**src/rtl/hpi_mailbox.sv**
```systemverilog
module hpi_mailbox #(
  parameter int W    = 8,
  parameter int SYNC = 2
) (
  input  logic         clk,
  input  logic         rst_n,
  input  logic         hst_cs_n,
  input  logic         hst_rd_n,
  input  logic         hst_wr_n,
  input  logic [W-1:0] hst_din,
  output logic [W-1:0] hst_dout,
  output logic         hst_doe,
  output logic         hst_wait_n,
  output logic         hst_err,
  output logic         hst_obe,
  output logic         hst_ibf,
  input  logic [W-1:0] dev_tx_data,
  input  logic         dev_tx_valid,
  output logic         dev_tx_ready,
  output logic [W-1:0] dev_rx_data,
  output logic         dev_rx_valid,
  input  logic         dev_rx_ready,
  input  logic         dev_err_clr
);
  logic [SYNC-1:0] cs_sy, rd_sy, wr_sy;
  logic cs_s, rd_s, wr_s, rd_d, wr_d;
  logic rd_act, wr_act, fresh;
  logic [W-1:0] in_q, out_q, wr_hold;

  assign cs_s = cs_sy[SYNC-1];
  assign rd_s = rd_sy[SYNC-1];
  assign wr_s = wr_sy[SYNC-1];

  logic tx_fire, rx_fire, wr_done, rd_done, fault;
  assign tx_fire = dev_tx_valid & hst_obe;
  assign rx_fire = dev_rx_ready & hst_ibf;
  assign wr_done = wr_act & wr_s & ~wr_d;
  assign rd_done = rd_act & rd_s & ~rd_d;
  assign fault   = (wr_done & hst_ibf & ~rx_fire) | (rd_done & hst_obe);

  always_ff @(posedge clk or negedge rst_n) begin
    if (!rst_n) begin
      cs_sy <= '1;
      rd_sy <= '1;
      wr_sy <= '1;
      rd_d  <= 1'b1;
      wr_d  <= 1'b1;
    end else begin
      cs_sy <= {cs_sy[SYNC-2:0], hst_cs_n};
      rd_sy <= {rd_sy[SYNC-2:0], hst_rd_n};
      wr_sy <= {wr_sy[SYNC-2:0], hst_wr_n};
      rd_d  <= rd_s;
      wr_d  <= wr_s;
    end
  end

  always_ff @(posedge clk or negedge rst_n) begin
    if (!rst_n) begin
      wr_act  <= 1'b0;
      rd_act  <= 1'b0;
      wr_hold <= '0;
    end else begin
      if (!cs_s && !wr_s) begin
        wr_act  <= 1'b1;
        wr_hold <= hst_din;
      end else if (wr_s) begin
        wr_act  <= 1'b0;
      end
      if (!cs_s && !rd_s) rd_act <= 1'b1;
      else if (rd_s)      rd_act <= 1'b0;
    end
  end

  always_ff @(posedge clk or negedge rst_n) begin
    if (!rst_n) begin
      hst_ibf <= 1'b0;
      in_q    <= '0;
    end else if (wr_done && (!hst_ibf || rx_fire)) begin
      hst_ibf <= 1'b1;
      in_q    <= wr_hold;
    end else if (rx_fire) begin
      hst_ibf <= 1'b0;
    end
  end

  always_ff @(posedge clk or negedge rst_n) begin
    if (!rst_n) begin
      hst_obe <= 1'b1;
      out_q   <= '0;
      fresh   <= 1'b0;
    end else begin
      fresh <= tx_fire;
      if (tx_fire) begin
        hst_obe <= 1'b0;
        out_q   <= dev_tx_data;
      end else if (rd_done) begin
        hst_obe <= 1'b1;
      end
    end
  end

  always_ff @(posedge clk or negedge rst_n) begin
    if (!rst_n) hst_err <= 1'b0;
    else        hst_err <= (hst_err & ~dev_err_clr) | fault;
  end

  assign hst_dout     = out_q;
  assign hst_doe      = ~hst_cs_n & ~hst_rd_n;
  assign hst_wait_n   = ~(~hst_cs_n & ((~hst_rd_n & (hst_obe | fresh)) | (~hst_wr_n & hst_ibf)));
  assign dev_tx_ready = hst_obe;
  assign dev_rx_data  = in_q;
  assign dev_rx_valid = hst_ibf;
endmodule

```
**config.mk**
```make
export PLATFORM = sky130hd
export DESIGN_NAME = hpi_mailbox
export DESIGN_NICKNAME = d
export VERILOG_FILES = /design/src/rtl/hpi_mailbox.sv
export SDC_FILE = /design/constraint.sdc
export NUM_CORES = 1
export LEC_CHECK = 0
export BUFFER_PORTS_ARGS = -buffer_cell sky130_fd_sc_hd__buf_4
export CORE_MARGIN = 4
export CORE_UTILIZATION = 49
export CTS_CLUSTER_SIZE = 25
export DETAILED_ROUTE_END_ITERATION = 8
export PLACE_DENSITY_LB_ADDON = 0.12
export SLEW_MARGIN = 40
export SYNTH_ARGS = -nofsm -noshare
export SYNTH_HDL_FRONTEND = slang
export SYNTH_SLANG_ARGS = --single-unit
```
**constraint.sdc**
```tcl
create_clock -name clk -period 1.6 [get_ports clk]
set_input_delay 0.4 -clock clk [delete_from_list [all_inputs] [get_ports clk]]
set_output_delay 0.4 -clock clk [all_outputs]
set_load 0.005 [all_outputs]
```
* Word level (Yosys, flattened, before mapping)
Cells that the tools add are included.
** Word-level totals
- Bits in registers :: 38
- Latch bits :: 0
- Bits in writable memories :: 0
- Memory bits (read-only) :: 0
- Input bits :: 24
- Output and inout port bits :: 23
- Logic and storage cells :: 60
- Memories :: 0
** Cells by class
- Add/subtract/negate cells :: 0
- $mul :: 0
- Divide/modulo/power cells :: 0
- Magnitude comparators :: 0
- Eq/ne operators :: 0
- Shift-type cells :: 0
- Muxes and demuxes :: 8
- Bitwise logic cells :: 26
- Reductions and logical operators :: 12
** Operators by type and width (count)
- $and 1x1->1 :: 14
- $mux 1 :: 8
- $not 1->1 :: 8
- $reduce_bool 2->1 :: 4
- $logic_not 1->1 :: 4
- $or 1x1->1 :: 4
- $logic_and 1x1->1 :: 3
- $logic_or 1x1->1 :: 1

* Longest topological paths before layout
- Depth after elaboration :: 6
- Depth in mapped cells :: 4
- Gate-level depth less buffers :: 3

* Least setup slack after synthesis
No wires, ideal clock.
- Kind :: register to register
- Start point :: register wr_sy[1]
- End point :: register in_q[0] (netlist: dev_rx_data[0])
- Setup time :: 0.125 ns
- Arrival time :: 1.219 ns
- Data required time :: 1.475 ns
- Path slack :: 0.256 ns
- Cell stages (with the launch flop) :: 5
- Buffers on the path :: 1
- Clock period less this slack :: 1.344 ns
- Cells stage by stage :: dfstp_2 -> nand3b_2 -> nor2b_4 -> buf_12 -> mux2_4
** Between the ends
- Cells in the longest elaborated chain, start to end :: 3
** RTL lines
- start: declaration :: line 25 : logic [SYNC-1:0] cs_sy, rd_sy, wr_sy;
- start signal: assignment :: line 51 : wr_sy <= {wr_sy[SYNC-2:0], hst_wr_n};
- $and 1x1->1 (2 in series) :: line 37 : assign wr_done = wr_act & wr_s & ~wr_d;
- $logic_and 1x1->1 :: line 78 : end else if (wr_done && (!hst_ibf || rx_fire)) begin
- end signal: assignment :: line 80 : in_q <= wr_hold;
- end: declaration :: line 28 : logic [W-1:0] in_q, out_q, wr_hold;
No other way between the ends.
A chain may end at the register's enable or synchronous reset.

* Final worst setup path
- Start point :: register hst_obe (netlist: dev_tx_ready)
- End point :: output hst_wait_n
** Between the ends
- Cells in the longest elaborated chain, start to end :: 5
** RTL lines
- start: declaration :: line 15 : output logic hst_obe,
- start signal: assignment :: line 88 : hst_obe <= 1'b1;
- start signal: assignment :: line 94 : hst_obe <= 1'b0;
- start signal: assignment :: line 97 : hst_obe <= 1'b1;
- $or 1x1->1 :: line 109 : assign hst_wait_n = ~(~hst_cs_n & ((~hst_rd_n & (hst_obe | fresh)) | (~hst_wr_n & hst_ibf)));
- $and 1x1->1 :: line 109
- $or 1x1->1 :: line 109
- $and 1x1->1 :: line 109
- $not 1->1 :: line 109
- end: declaration :: line 13 : output logic hst_wait_n,
No other way between the ends.

==> flow_summary_export.csv <==
group,metric,value,unit
sta,worst_pin_slew,0.456,ns
placed_design,finalWeightedCongestion,0.700,
floorplanning,rows,19,
floorplanning,dieArea,3850,sq um
grt,gr-total-overflow,0,
sta,max_freq,604,MHz
power_and_ir_drop,ir_drop,0.938,mV
logic_synthesis,synth.avg_cell_area,16.6,sq um
logic_synthesis,synth_seq_cells,38,
grt,antenna_found_initial,0,
clock_tree,clkSinkCount,38,
setup_path,worst_setup_path_start_kind,"register",
clock_tree,htree_levels,2,
drt,routedWlPerCell,14.2,um
drt,drcViolationCount,0,
logic_synthesis,syn-num-nets,110,
grt,grt_pass1_vias,930,
setup_path,critPathKind,"reg -> out",
grt,track_usage,0.153,
floorplanning,dieWidth,62.0,um
placed_design,place.detailed.hpwl,1760,um
clock_tree,root_buffer,"clkbuf_4",
clock_tree,clk_pin_slew,0.11,ns
clock_tree,cts_buffers,5,
drt,vias,834,
run,maxCapViolations,0,
sta,rsz0062_at_grt,"yes",
setup_path,cpMaxStageDelayCell,"dfstp_2",
setup_path,cp.arrival,1.26,ns
setup_path,path_cells,"nor2_1 > o22ai_1 > nand2b_1 > buf_4",
setup_path,critPathMaxFanout,2,
logic_synthesis,yosysWarnings,0,
clock_tree,clockBufferDepth,2,
final_layout,final_common_cell,"buf_4",
outcome,violations,"setup timing",
final_layout,fin_cells,170,
floorplanning,fp.dieH,62.0,um
sta,setup_viol,1,
sta,slew_headroom,0.696,
floorplanning,coreArea,2780,sq um
sta,worst_slack,-0.0552,ns
sta,fin_crit,1.66,ns
clock_tree,cts_tree,"done",
sta,finalHoldViolCount,0,
final_layout,stdcell_area,1880,sq um
final_layout,fin_nets,162,
logic_synthesis,netlist_instances,86,
final_layout,drive_gt1_frac,0.669,
setup_path,critPathBufInv,1,
setup_path,required,1.20,ns
placed_design,portBuffers,46,
logic_synthesis,synth_area,1430,sq um
drt,viasPerCell,4.91,
final_layout,area_growth,31.1,%
power_and_ir_drop,p_per_area,1280,nW/um^2
final_layout,n_antenna_cell,0,
drt,ant_nets,0,
setup_path,cp-end-kind,"primary output",
floorplanning,pin_count,47,
drt,drt-total-wl,2410,um
drt,dr.first_iter.drc_count,29,
grt,grt_max_degree,39,
sta,fin_skew,0.0128,ns
placed_design,placed_area,1780,sq um
sta,slew_violations,0,
sta,timing.final.crit_share,1.03,
clock_tree,clk_latency,0.34,ns
outcome,status,"finished, violations left",
power_and_ir_drop,cellLeakagePower,0.000917,uW
worst_hold_path,hp-class,"in -> reg",
setup_path,critPathTopFamily,"flip-flops",
final_layout,final_cell_mix,"buf_4 (47), dfrtp_1 (28), mux2_2 (16), dfstp_2 (9), mux2_4 (8)",
placed_design,pre_cts_ws,0.125,ns
logic_synthesis,synth_cell_types,19,
placed_design,dp_cells,160,
setup_path,critical-path-max-stage-delay,0.56,ns
floorplanning,initial_core_util,0.515,
drt,first_pass_iters,3,
grt,grt_first_pass_wirelength,4120,um
logic_synthesis,yosysSeqAreaShare,0.672,
[metal layers]
layer,global-route usage,vias to the layer above,routed length (um)
met4,0.0697,0,39
met2,0.231,26,1190
met3,0.0640,5,172
met5,0,-,0
met1,0.192,413,1010
li1,-,390,-
[through the flow]
stage / total power (uW) / setup TNS (ns) / hold WS (ns) / utilization
final: 2400 / -0.0552 / 0.173 / 0.675
after global routing: 2570 / -0.170 / 0.133 / 0.675
after CTS: 2450 / -0.0889 / 0.151 / 0.674
after detailed placement: 1800 / 0 / 0.348 / 0.640
after global placement: 1780 / 0 / 0.346 / 0.640
after floorplan: 1490 / 0 / 0.104 / -
[kinds of logic after synthesis]
kind of cell	after synthesis	synth area share
mux	25	0.217
buf+inv	8	0.0376
flops	38	0.672
simple gates	11	0.0559
compound gates	4	0.0175
[sequential cells by signal (all words and copies together), names as in the netlist, 2 cells and up]
register,cells
cs_sy,2
hst_dout,8
wr_hold,8
rd_sy,2
dev_rx_data,8
wr_sy,2
[cell usage after synthesis]
library cell | number | area (sq um)
mux2_4 | 8 | 120
nand2b_4 | 1 | 13.8
o22ai_1 | 1 | 6.26
nor2b_4 | 1 | 13.8
nor2_1 | 2 | 7.51
dfstp_2 | 9 | 236
nor2_2 | 1 | 6.26
buf_12 | 1 | 20.0
nand3b_2 | 1 | 11.3
o221ai_1 | 1 | 8.76
mux2_2 | 16 | 180
dfrtp_1 | 29 | 726
nand3b_1 | 1 | 7.51
nand2b_1 | 2 | 12.5
buf_4 | 2 | 15.0
mux2i_1 | 1 | 10.0
inv_1 | 5 | 18.8
nand2_1 | 2 | 7.51
a21oi_1 | 2 | 10.0
[worst paths after layout]
kind | start | endpoint | slack [ns] | depth (start not counted)
setup / recovery | dev_tx_ready | hst_wait_n | -0.06 | 4
hold / removal | hst_wr_n | wr_sy[0] | 0.17 | 1
setup reg to reg | wr_sy[1] | dev_rx_data[4] | 0.09 | 3
hold reg to reg | wr_sy[0] | wr_sy[1] | 0.35 | 0
max in group asynchronous | rst_n | rd_sy[0] | 0.70 | 2
min in group asynchronous | rst_n | dev_rx_data[7] | 0.54 | 2
[layout make-up]
cell class,instances,area [sq um]
inverters,5,18.8
fillers,209,905
multi-input cells,40,415
clock buffers,5,37.5
flip-flops and latches,38,963
repair buffers,48,363
clock inverters,3,40.0
well taps,31,38.8
[repair_timing]
item,4_1_cts,5_1_grt
pin swaps,2,0
hold endpoints to repair,1,0
endpoints found under the setup margin,1,1
hold buffers,1,0
setup buffers,1,0
resized for setup,0,1
[power by group]
group | total, uW | switching [uW] | internal (uW)
Clock | 630 | 306 | 324
Sequential | 1250 | 98.1 | 1150
Combinational | 529 | 154 | 374
Power figures use the tool's default switching activity.
